### src/rtl/scan_tap_pkg.sv
`timescale 1ns/1ps
package scan_tap_pkg;

  typedef enum logic [3:0] {
    TS_RESET, TS_IDLE,
    TS_SEL_DR, TS_CAP_DR, TS_SH_DR, TS_EX1_DR, TS_PAU_DR, TS_EX2_DR, TS_UPD_DR,
    TS_SEL_IR, TS_CAP_IR, TS_SH_IR, TS_EX1_IR, TS_PAU_IR, TS_EX2_IR, TS_UPD_IR
  } tap_state_e;

  localparam int IR_W = 4;

  localparam logic [IR_W-1:0] OPC_SAMPLE = 4'h2;
  localparam logic [IR_W-1:0] OPC_IDENT  = 4'h3;
  localparam logic [IR_W-1:0] OPC_CLAMP  = 4'h4;
  localparam logic [IR_W-1:0] OPC_HIGHZ  = 4'h5;
  localparam logic [IR_W-1:0] OPC_DBG    = 4'h7;
  localparam logic [IR_W-1:0] OPC_BYPASS = 4'hF;

  localparam logic [IR_W-1:0] IR_CAPTURE_VAL = 4'b0001;

  typedef enum logic [1:0] {DR_BYPASS, DR_IDENT, DR_CHAIN, DR_DBG} dr_sel_e;
  typedef enum logic [1:0] {PIN_CORE, PIN_LATCH, PIN_OFF} pin_mode_e;

endpackage

### src/rtl/scan_tap_ctrl.sv
`timescale 1ns/1ps
module scan_tap_ctrl
  import scan_tap_pkg::*;
(
  input  logic       tck,
  input  logic       trst_n,
  input  logic       tms,
  output tap_state_e state
);

  tap_state_e nxt;

  always_comb begin
    nxt = state;
    unique case (state)
      TS_RESET:  nxt = tms ? TS_RESET  : TS_IDLE;
      TS_IDLE:   nxt = tms ? TS_SEL_DR : TS_IDLE;
      TS_SEL_DR: nxt = tms ? TS_SEL_IR : TS_CAP_DR;
      TS_CAP_DR: nxt = tms ? TS_EX1_DR : TS_SH_DR;
      TS_SH_DR:  nxt = tms ? TS_EX1_DR : TS_SH_DR;
      TS_EX1_DR: nxt = tms ? TS_UPD_DR : TS_PAU_DR;
      TS_PAU_DR: nxt = tms ? TS_EX2_DR : TS_PAU_DR;
      TS_EX2_DR: nxt = tms ? TS_UPD_DR : TS_SH_DR;
      TS_UPD_DR: nxt = tms ? TS_SEL_DR : TS_IDLE;
      TS_SEL_IR: nxt = tms ? TS_RESET  : TS_CAP_IR;
      TS_CAP_IR: nxt = tms ? TS_EX1_IR : TS_SH_IR;
      TS_SH_IR:  nxt = tms ? TS_EX1_IR : TS_SH_IR;
      TS_EX1_IR: nxt = tms ? TS_UPD_IR : TS_PAU_IR;
      TS_PAU_IR: nxt = tms ? TS_EX2_IR : TS_PAU_IR;
      TS_EX2_IR: nxt = tms ? TS_UPD_IR : TS_SH_IR;
      TS_UPD_IR: nxt = tms ? TS_SEL_DR : TS_IDLE;
      default:   nxt = TS_RESET;
    endcase
  end

  always_ff @(posedge tck or negedge trst_n) begin
    if (!trst_n) state <= TS_RESET;
    else         state <= nxt;
  end

  // run of consecutive TMS-high samples, saturating at five
  logic [2:0] tms_run;
  always_ff @(posedge tck or negedge trst_n) begin
    if (!trst_n)            tms_run <= 3'd0;
    else if (!tms)          tms_run <= 3'd0;
    else if (tms_run != 3'd5) tms_run <= tms_run + 3'd1;
  end

  assert_five_ones_reset_R1: assert property (@(posedge tck) disable iff (!trst_n)
    tms_run == 3'd5 |-> state == TS_RESET);

endmodule

### src/rtl/scan_tap_decode.sv
`timescale 1ns/1ps
module scan_tap_decode
  import scan_tap_pkg::*;
#(
  parameter int HAS_ID = 1
) (
  input  logic       tck,
  input  logic       trst_n,
  input  tap_state_e state,
  input  logic       tdi,
  output logic       ir_tdo,
  output dr_sel_e    dr_sel,
  output pin_mode_e  pin_mode
);

  localparam logic [IR_W-1:0] RESET_OP = (HAS_ID != 0) ? OPC_IDENT : OPC_BYPASS;

  logic [IR_W-1:0] ir_sr;
  logic [IR_W-1:0] ir_q;

  always_ff @(posedge tck or negedge trst_n) begin
    if (!trst_n) begin
      ir_sr <= '0;
    end else if (state == TS_CAP_IR) begin
      ir_sr <= IR_CAPTURE_VAL;
    end else if (state == TS_SH_IR) begin
      ir_sr <= {tdi, ir_sr[IR_W-1:1]};
    end
  end

  always_ff @(posedge tck or negedge trst_n) begin
    if (!trst_n)                 ir_q <= RESET_OP;
    else if (state == TS_RESET)  ir_q <= RESET_OP;
    else if (state == TS_UPD_IR) ir_q <= ir_sr;
  end

  assign ir_tdo = ir_sr[0];

  always_comb begin
    dr_sel   = DR_BYPASS;
    pin_mode = PIN_CORE;
    case (ir_q)
      OPC_SAMPLE: dr_sel = DR_CHAIN;
      OPC_IDENT:  dr_sel = (HAS_ID != 0) ? DR_IDENT : DR_BYPASS;
      OPC_CLAMP:  pin_mode = PIN_LATCH;
      OPC_HIGHZ:  pin_mode = PIN_OFF;
      OPC_DBG:    dr_sel = DR_DBG;
      default:    dr_sel = DR_BYPASS;
    endcase
  end

  assert_ir_capture_R2: assert property (@(posedge tck) disable iff (!trst_n)
    state == TS_CAP_IR |=> ir_sr == IR_CAPTURE_VAL);

  assert_mode_hold_R10: assert property (@(posedge tck) disable iff (!trst_n)
    (state != TS_UPD_IR && state != TS_RESET) |=> $stable(pin_mode));

endmodule

### src/rtl/scan_tap_bchain.sv
`timescale 1ns/1ps
module scan_tap_bchain #(
  parameter int NPIN = 4
) (
  input  logic            tck,
  input  logic            trst_n,
  input  logic            cap_en,
  input  logic            shift_en,
  input  logic            upd_en,
  input  logic            tdi,
  input  logic [NPIN-1:0] pad_in,
  input  logic [NPIN-1:0] core_out,
  input  logic [NPIN-1:0] core_oe,
  output logic            tdo,
  output logic [NPIN-1:0] lat_out,
  output logic [NPIN-1:0] lat_oe
);

  localparam int CLEN = 3 * NPIN;

  logic [CLEN-1:0] cells;
  logic [CLEN-1:0] cap_val;
  logic [CLEN-1:0] feed;
  logic [NPIN-1:0] cell_out;
  logic [NPIN-1:0] cell_oe;

  assign feed = {tdi, cells[CLEN-1:1]};

  // per pin: input observe cell, output value cell, output enable cell
  generate
    for (genvar p = 0; p < NPIN; p++) begin : g_pin
      assign cap_val[3*p]   = pad_in[p];
      assign cap_val[3*p+1] = core_out[p];
      assign cap_val[3*p+2] = core_oe[p];
      assign cell_out[p]    = cells[3*p+1];
      assign cell_oe[p]     = cells[3*p+2];
    end
  endgenerate

  always_ff @(posedge tck or negedge trst_n) begin
    if (!trst_n)       cells <= '0;
    else if (cap_en)   cells <= cap_val;
    else if (shift_en) cells <= feed;
  end

  always_ff @(posedge tck or negedge trst_n) begin
    if (!trst_n) begin
      lat_out <= '0;
      lat_oe  <= '0;
    end else if (upd_en) begin
      lat_out <= cell_out;
      lat_oe  <= cell_oe;
    end
  end

  assign tdo = cells[0];

  assert_latch_hold_R7: assert property (@(posedge tck) disable iff (!trst_n)
    !upd_en |=> ($stable(lat_out) && $stable(lat_oe)));

endmodule

### src/rtl/scan_tap_dbgreg.sv
`timescale 1ns/1ps
module scan_tap_dbgreg #(
  parameter int DBG_W = 8
) (
  input  logic             tck,
  input  logic             trst_n,
  input  logic             cap_en,
  input  logic             shift_en,
  input  logic             upd_en,
  input  logic             tdi,
  output logic             tdo,
  input  logic [DBG_W-1:0] in_data,
  input  logic             in_valid,
  output logic             in_ready,
  output logic [DBG_W-1:0] out_data,
  output logic             out_valid,
  input  logic             out_ready
);

  logic [DBG_W-1:0] sr;

  assign in_ready = cap_en && in_valid;

  always_ff @(posedge tck or negedge trst_n) begin
    if (!trst_n)       sr <= '0;
    else if (cap_en)   sr <= in_valid ? in_data : '0;
    else if (shift_en) sr <= {tdi, sr[DBG_W-1:1]};
  end

  // a pending byte blocks later updates; they are discarded
  always_ff @(posedge tck or negedge trst_n) begin
    if (!trst_n) begin
      out_valid <= 1'b0;
      out_data  <= '0;
    end else if (out_valid && out_ready) begin
      out_valid <= 1'b0;
    end else if (upd_en && !out_valid) begin
      out_valid <= 1'b1;
      out_data  <= sr;
    end
  end

  assign tdo = sr[0];

  assert_in_take_R12: assert property (@(posedge tck) disable iff (!trst_n)
    (in_valid && in_ready) |=> sr == $past(in_data));

  assert_out_hold_R13: assert property (@(posedge tck) disable iff (!trst_n)
    (out_valid && !out_ready) |=> (out_valid && $stable(out_data)));

endmodule

### src/rtl/scan_tap.sv
`timescale 1ns/1ps
module scan_tap
  import scan_tap_pkg::*;
#(
  parameter int          NPIN     = 4,
  parameter int          DBG_W    = 8,
  parameter int          HAS_ID   = 1,
  parameter logic [31:0] ID_VALUE = 32'h4B1C_503F
) (
  input  logic             tck,
  input  logic             trst_n,
  input  logic             tms,
  input  logic             tdi,
  output logic             tdo,
  output logic             tdo_oe,
  input  logic [NPIN-1:0]  pad_in,
  input  logic [NPIN-1:0]  core_out,
  input  logic [NPIN-1:0]  core_oe,
  output logic [NPIN-1:0]  pad_out,
  output logic [NPIN-1:0]  pad_oe,
  input  logic [DBG_W-1:0] dbg_in_data,
  input  logic             dbg_in_valid,
  output logic             dbg_in_ready,
  output logic [DBG_W-1:0] dbg_out_data,
  output logic             dbg_out_valid,
  input  logic             dbg_out_ready
);

  localparam int ID_W = 32;

  tap_state_e state;
  dr_sel_e    dr_sel;
  pin_mode_e  pin_mode;
  logic       ir_tdo;

  scan_tap_ctrl u_ctrl (
    .tck(tck), .trst_n(trst_n), .tms(tms), .state(state)
  );

  scan_tap_decode #(.HAS_ID(HAS_ID)) u_dec (
    .tck(tck), .trst_n(trst_n), .state(state), .tdi(tdi),
    .ir_tdo(ir_tdo), .dr_sel(dr_sel), .pin_mode(pin_mode)
  );

  logic cap_dr, sh_dr, up_dr, sh_ir, shifting;
  assign cap_dr   = (state == TS_CAP_DR);
  assign sh_dr    = (state == TS_SH_DR);
  assign up_dr    = (state == TS_UPD_DR);
  assign sh_ir    = (state == TS_SH_IR);
  assign shifting = sh_dr || sh_ir;

  // boundary chain
  logic            chain_tdo;
  logic [NPIN-1:0] lat_out, lat_oe;
  logic            is_chain;
  assign is_chain = (dr_sel == DR_CHAIN);

  scan_tap_bchain #(.NPIN(NPIN)) u_chain (
    .tck(tck), .trst_n(trst_n),
    .cap_en(cap_dr && is_chain), .shift_en(sh_dr && is_chain), .upd_en(up_dr && is_chain),
    .tdi(tdi), .pad_in(pad_in), .core_out(core_out), .core_oe(core_oe),
    .tdo(chain_tdo), .lat_out(lat_out), .lat_oe(lat_oe)
  );

  // debug byte register
  logic dbg_tdo, is_dbg;
  assign is_dbg = (dr_sel == DR_DBG);

  scan_tap_dbgreg #(.DBG_W(DBG_W)) u_dbg (
    .tck(tck), .trst_n(trst_n),
    .cap_en(cap_dr && is_dbg), .shift_en(sh_dr && is_dbg), .upd_en(up_dr && is_dbg),
    .tdi(tdi), .tdo(dbg_tdo),
    .in_data(dbg_in_data), .in_valid(dbg_in_valid), .in_ready(dbg_in_ready),
    .out_data(dbg_out_data), .out_valid(dbg_out_valid), .out_ready(dbg_out_ready)
  );

  // identification and bypass registers
  logic [ID_W-1:0] id_sr;
  logic            byp_q;

  always_ff @(posedge tck or negedge trst_n) begin
    if (!trst_n)                            id_sr <= '0;
    else if (cap_dr && dr_sel == DR_IDENT)  id_sr <= ID_VALUE;
    else if (sh_dr && dr_sel == DR_IDENT)   id_sr <= {tdi, id_sr[ID_W-1:1]};
  end

  always_ff @(posedge tck or negedge trst_n) begin
    if (!trst_n)                             byp_q <= 1'b0;
    else if (cap_dr && dr_sel == DR_BYPASS)  byp_q <= 1'b0;
    else if (sh_dr && dr_sel == DR_BYPASS)   byp_q <= tdi;
  end

  // serial output select, retimed on the falling edge
  logic tdo_next;
  always_comb begin
    if (sh_ir) tdo_next = ir_tdo;
    else begin
      unique case (dr_sel)
        DR_IDENT: tdo_next = id_sr[0];
        DR_CHAIN: tdo_next = chain_tdo;
        DR_DBG:   tdo_next = dbg_tdo;
        default:  tdo_next = byp_q;
      endcase
    end
  end

  always_ff @(negedge tck or negedge trst_n) begin
    if (!trst_n) begin
      tdo    <= 1'b0;
      tdo_oe <= 1'b0;
    end else begin
      tdo_oe <= shifting;
      tdo    <= shifting ? tdo_next : 1'b0;
    end
  end

  // pin steering
  always_comb begin
    unique case (pin_mode)
      PIN_LATCH: begin pad_out = lat_out;  pad_oe = lat_oe; end
      PIN_OFF:   begin pad_out = core_out; pad_oe = '0;     end
      default:   begin pad_out = core_out; pad_oe = core_oe; end
    endcase
  end

  assert_highz_pins_R9: assert property (@(posedge tck) disable iff (!trst_n)
    pin_mode == PIN_OFF |-> $countones(pad_oe) == 0);

  assert_tdo_drive_R11: assert property (@(posedge tck) disable iff (!trst_n)
    tdo_oe == (state == TS_SH_DR || state == TS_SH_IR));

  assert_tdo_quiet_R11: assert property (@(posedge tck) disable iff (!trst_n)
    !tdo_oe |-> !tdo);

endmodule

### config.mk
export PLATFORM = sky130hd
export DESIGN_NAME = scan_tap
export DESIGN_NICKNAME = d
export VERILOG_FILES = /design/src/rtl/scan_tap_pkg.sv /design/src/rtl/scan_tap_ctrl.sv /design/src/rtl/scan_tap_decode.sv /design/src/rtl/scan_tap_bchain.sv /design/src/rtl/scan_tap_dbgreg.sv /design/src/rtl/scan_tap.sv
export SDC_FILE = /design/constraint.sdc
export NUM_CORES = 1
export LEC_CHECK = 0
export CAP_MARGIN = 20
export CORE_UTILIZATION = 35
export CTS_CLUSTER_SIZE = 14
export DETAILED_ROUTE_END_ITERATION = 6
export DONT_BUFFER_PORTS = 1
export GPL_TIMING_DRIVEN = 1
export HOLD_SLACK_MARGIN = 0.02
export PLACE_DENSITY = 0.51
export SLEW_MARGIN = 20
export SYNTH_ARGS = -nofsm -noshare
export SYNTH_HDL_FRONTEND = slang
export SYNTH_HIERARCHICAL = 1
export SYNTH_SLANG_ARGS = --single-unit
### constraint.sdc
create_clock -name tck -period 4.7 [get_ports tck]
set_clock_uncertainty 0.2 [all_clocks]
set_input_delay 0.47 -clock tck [delete_from_list [all_inputs] [get_ports tck]]
set_output_delay 0.47 -clock tck [all_outputs]
set_load 0.005 [all_outputs]
==> flow_metrics.py <==
metrics = {
    "power": {
        "pwr-share-clk": 0.269,
        "power_leakage_uw": 0.001982,
        "power_frac_seq": 0.403,
        "pwr-share-comb": 0.328,
        "pwr_density_cell_nw_per_um2": 605.8,
        "p_switching_uw": 887.2,
        "p_total_uw": 2798,
        "peakVddDrop_v": 0.0003607,
        "switching_share": 0.3171,
        "power.internal_uw": 1911,
    },
    "global_routing": {
        "grt_overflow": 0,
        "grt_pass1_vias": 2727,
        "grt_max_degree": 83,
        "grt_antenna_before_repair": 0,
        "grt_pass1_wl_um": 13750,
        "track_usage": 0.1406,
    },
    "sta": {
        "setup_violations": 0,
        "rsz0062_at_grt": "no",
        "maxSlewHeadroom": 0.4104,
        "final.setup.tns_ns": 0,
        "worst_pin_slew_ns": 0.8812,
        "slew_violations": 0,
        "final_hold_viol_count": 0,
        "fin_ws_ns": 0.4498,
    },
    "die": {
        "design.portCount": 46,
        "die_area_um2": 12280,
        "die_h_um": 110.8,
        "start_util": 0.3613,
        "core-area_um2": 11470,
        "rows": 39,
        "die_w_um": 110.8,
    },
    "worst_setup_path": {
        "rr_endpoint": "tdo",
        "reg2reg_from": "u_dec/ir_q[0]",
        "worstPathRequired_ns": 2.32,
        "worstSetupEndpoint": "tdo",
        "r2r_slack_ns": 0.45,
        "cp-end-kind": "register",
        "ff2ff_path_depth": 4,
        "cp-startpoint": "u_dec/ir_q[0]",
        "crit_fanout": 6,
        "worstPathArrival_ns": 1.87,
        "crit_type": "reg -> reg",
        "crit_path_start_kind": "register",
    },
    "synthesis": {
        "yosysWarnings": 6,
        "async_reset_ff_frac": 1.000,
        "synth_fp_nets": 392,
        "syn_area_um2": 4143,
        "ys_ff_latch": 84,
        "avgSynthCellArea_um2": 11.35,
        "syn_inst": 365,
        "synth_cell_types": 51,
        "synth-main-ff-cell": "dfrtp_1",
        "synth_edf_count": 0,
        "ys_seq_area_frac": 0.5080,
    },
    "layout": {
        "n_antenna_cell": 0,
        "num-fill-cells": 1096,
        "stdcell_area_um2": 4618,
        "syn_to_final_growth_pct": 11.48,
        "finalNetCount": 395,
        "drive_gt1_frac": 0.1877,
    },
    "status": {
        "status": "completed",
    },
    "clock_tree": {
        "cts_tree": "built",
        "root_buffer": "clkbuf_16",
        "cts_num_sinks": 84,
        "post-cts-setup-buffer-count": 0,
        "cts_inserted_buffers": 9,
        "path_clk_slew_ns": 0.06,
        "worstSkewPairLatency_ns": 0.34,
        "cts_max_level": 3,
        "cts_buffer_depth": 2,
    },
    "drt": {
        "wl_um": 7889,
        "ant_nets": 0,
        "remaining_drc_errors": 0,
        "wl_per_cell_um": 15.29,
        "vias": 2556,
        "drtIter0Drc": 143,
        "routed_via_density": 4.953,
        "drt_pass1_iterations": 6,
    },
    "min_path": {
        "hold_path.class": "in -> reg",
        "hold_path_depth": 2,
    },
    "placed_design": {
        "gp_congestion": 0.7289,
        "port_buffers": 0,
        "hpwlAfterDp_um": 4896,
        "post_dp_cell_area_um2": 4263,
        "dp_slack_ns": 0.4541,
    },
    "job": {
        "maxCapViolations": 0,
    },
}
## how the worst min path moves through the flow
stage	from	endpoint	slack (ns)
6_report	core_oe[1]	u_chain/cells[5]	0.05
5_1_grt	dbg_in_data[7]	u_dbg/sr[7]	0.04
3_5_place_dp	trst_n	id_sr[25]	-0.02
3_3_place_gp	trst_n	id_sr[25]	-0.02
4_1_cts	core_oe[1]	u_chain/cells[5]	0.04
2_1_floorplan	trst_n	byp_q	-0.03
## cell type report
cell class	instances	area (µm²)	share of cell area
multi-input cells	239	1822	0.3945
repair buffers	12	112.6	0.02438
flip-flops and latches	84	2105	0.4557
clock buffers	11	232.7	0.05039
well taps	143	178.9	0.03874
clock inverters	5	85.08	0.01842
inverters	22	82.58	0.01788
## worst max-delay path, cell delays in order, from the launching register on
cell     delay (ns)
dfstp_2        0.58
and3b_1        0.28
mux4_2         0.53
inv_1          0.07
o22ai_1        0.08
## power by group through the flow
stage / registers [µW] / logic (µW) / clock network [µW]
3_3_place_gp: 1130 / 887 / 0
5_1_grt: 1160 / 1030 / 805
4_1_cts: 1130 / 929 / 781
2_1_floorplan: 1120 / 758 / 0
3_5_place_dp: 1140 / 909 / 0
6_report: 1130 / 919 / 752
## layer usage
metal / vias up / global-route usage / wire length [µm]
met1: 1248 / 0.1744 / 3724
met2: 39 / 0.2323 / 3753
met4: 0 / 0.05067 / 114
met3: 10 / 0.04101 / 297
met5: - / 0 / 0
li1: 1259 / - / -
## registers in the layout, summed over array words and instances (netlist names), 4 cells and up
| register | flops |
|---|---|
| id_sr | 32 |
| u_chain/cells | 12 |
| u_chain/lat_oe | 4 |
| u_chain/lat_out | 4 |
| u_ctrl/state | 4 |
| u_dbg/out_data | 8 |
| u_dbg/sr | 8 |
| u_dec/ir_q | 4 |
| u_dec/ir_sr | 4 |
## synthesized netlist by cell type, types with 2 or more instances
cell type | n | area share
clkbuf_1 | 3 | 0.0027
mux2i_1 | 36 | 0.087
o21ai_1 | 9 | 0.011
o2bb2ai_1 | 6 | 0.013
a21oi_1 | 4 | 0.0048
nand2b_1 | 12 | 0.018
nand3b_1 | 3 | 0.0054
a22o_1 | 4 | 0.0085
buf_1 | 2 | 0.0018
o22ai_1 | 4 | 0.0060
nor2b_1 | 5 | 0.0076
dfrtp_1 | 80 | 0.48
dfrtn_1 | 2 | 0.012
nand2_1 | 53 | 0.048
mux2_4 | 22 | 0.080
o21ai_0 | 14 | 0.017
nand3_1 | 5 | 0.0060
xor2_1 | 2 | 0.0042
a211o_1 | 2 | 0.0042
nor3b_1 | 3 | 0.0054
buf_2 | 8 | 0.0097
nor2_1 | 13 | 0.012
dfstp_2 | 2 | 0.013
nor3_1 | 3 | 0.0036
buf_6 | 6 | 0.016
inv_1 | 22 | 0.020
mux2_2 | 14 | 0.038
and2_1 | 2 | 0.0030
a22oi_1 | 2 | 0.0036
## through the flow
| stage | cells | hold slack (ns) | util |
|---|---|---|---|
| after floorplan | 365 | -0.02559 | - |
| after global placement | 498 | -0.02186 | 0.3717 |
| after detailed placement | 498 | -0.02208 | 0.3717 |
| after CTS | 516 | 0.03755 | 0.4027 |
| after global routing | 516 | 0.04283 | 0.4027 |
| final | 516 | 0.05013 | 0.4027 |
## placed cells by master (no fill, tap or decap), drive strengths merged, types with 2 or more instances in the layout
| cell | count |
|---|---|
| dfrtp | 80 |
| nand2 | 53 |
| mux2i | 36 |
| mux2 | 36 |
| o21ai | 24 |
| inv | 23 |
| nor2 | 13 |
| nand2b | 13 |
| buf | 11 |
| clkbuf | 11 |
| o2bb2ai | 6 |
| nor2b | 5 |
| nand3 | 5 |
| a22o | 4 |
| o22ai | 4 |
| a21oi | 4 |
| nand3b | 3 |
| nor3 | 3 |
| nor3b | 3 |
| and2 | 2 |
| a211o | 2 |
| bufinv | 2 |
| dfrtn | 2 |
| xor2 | 2 |
| a22oi | 2 |
| dfstp | 2 |
## logic make-up after synthesis
group,Yosys count,share of synthesized area
AOI/OAI and AO/OA,51,0.08457
adders and majority gates,1,0.003020
muxes,73,0.2102
DFF,84,0.5080
buffers and inverters,42,0.05225
xor gates and xnor gates,2,0.004229
and+or+nand+nor,112,0.1377
## timing repair
item | 4_1_cts | 5_1_grt
hold buffers | 2 | 0
endpoints found under the hold margin | 82 | 0
resized for setup | 0 | 0
setup endpoints to repair | 0 | 0
No activity file was read; power rests on OpenSTA's default activity.
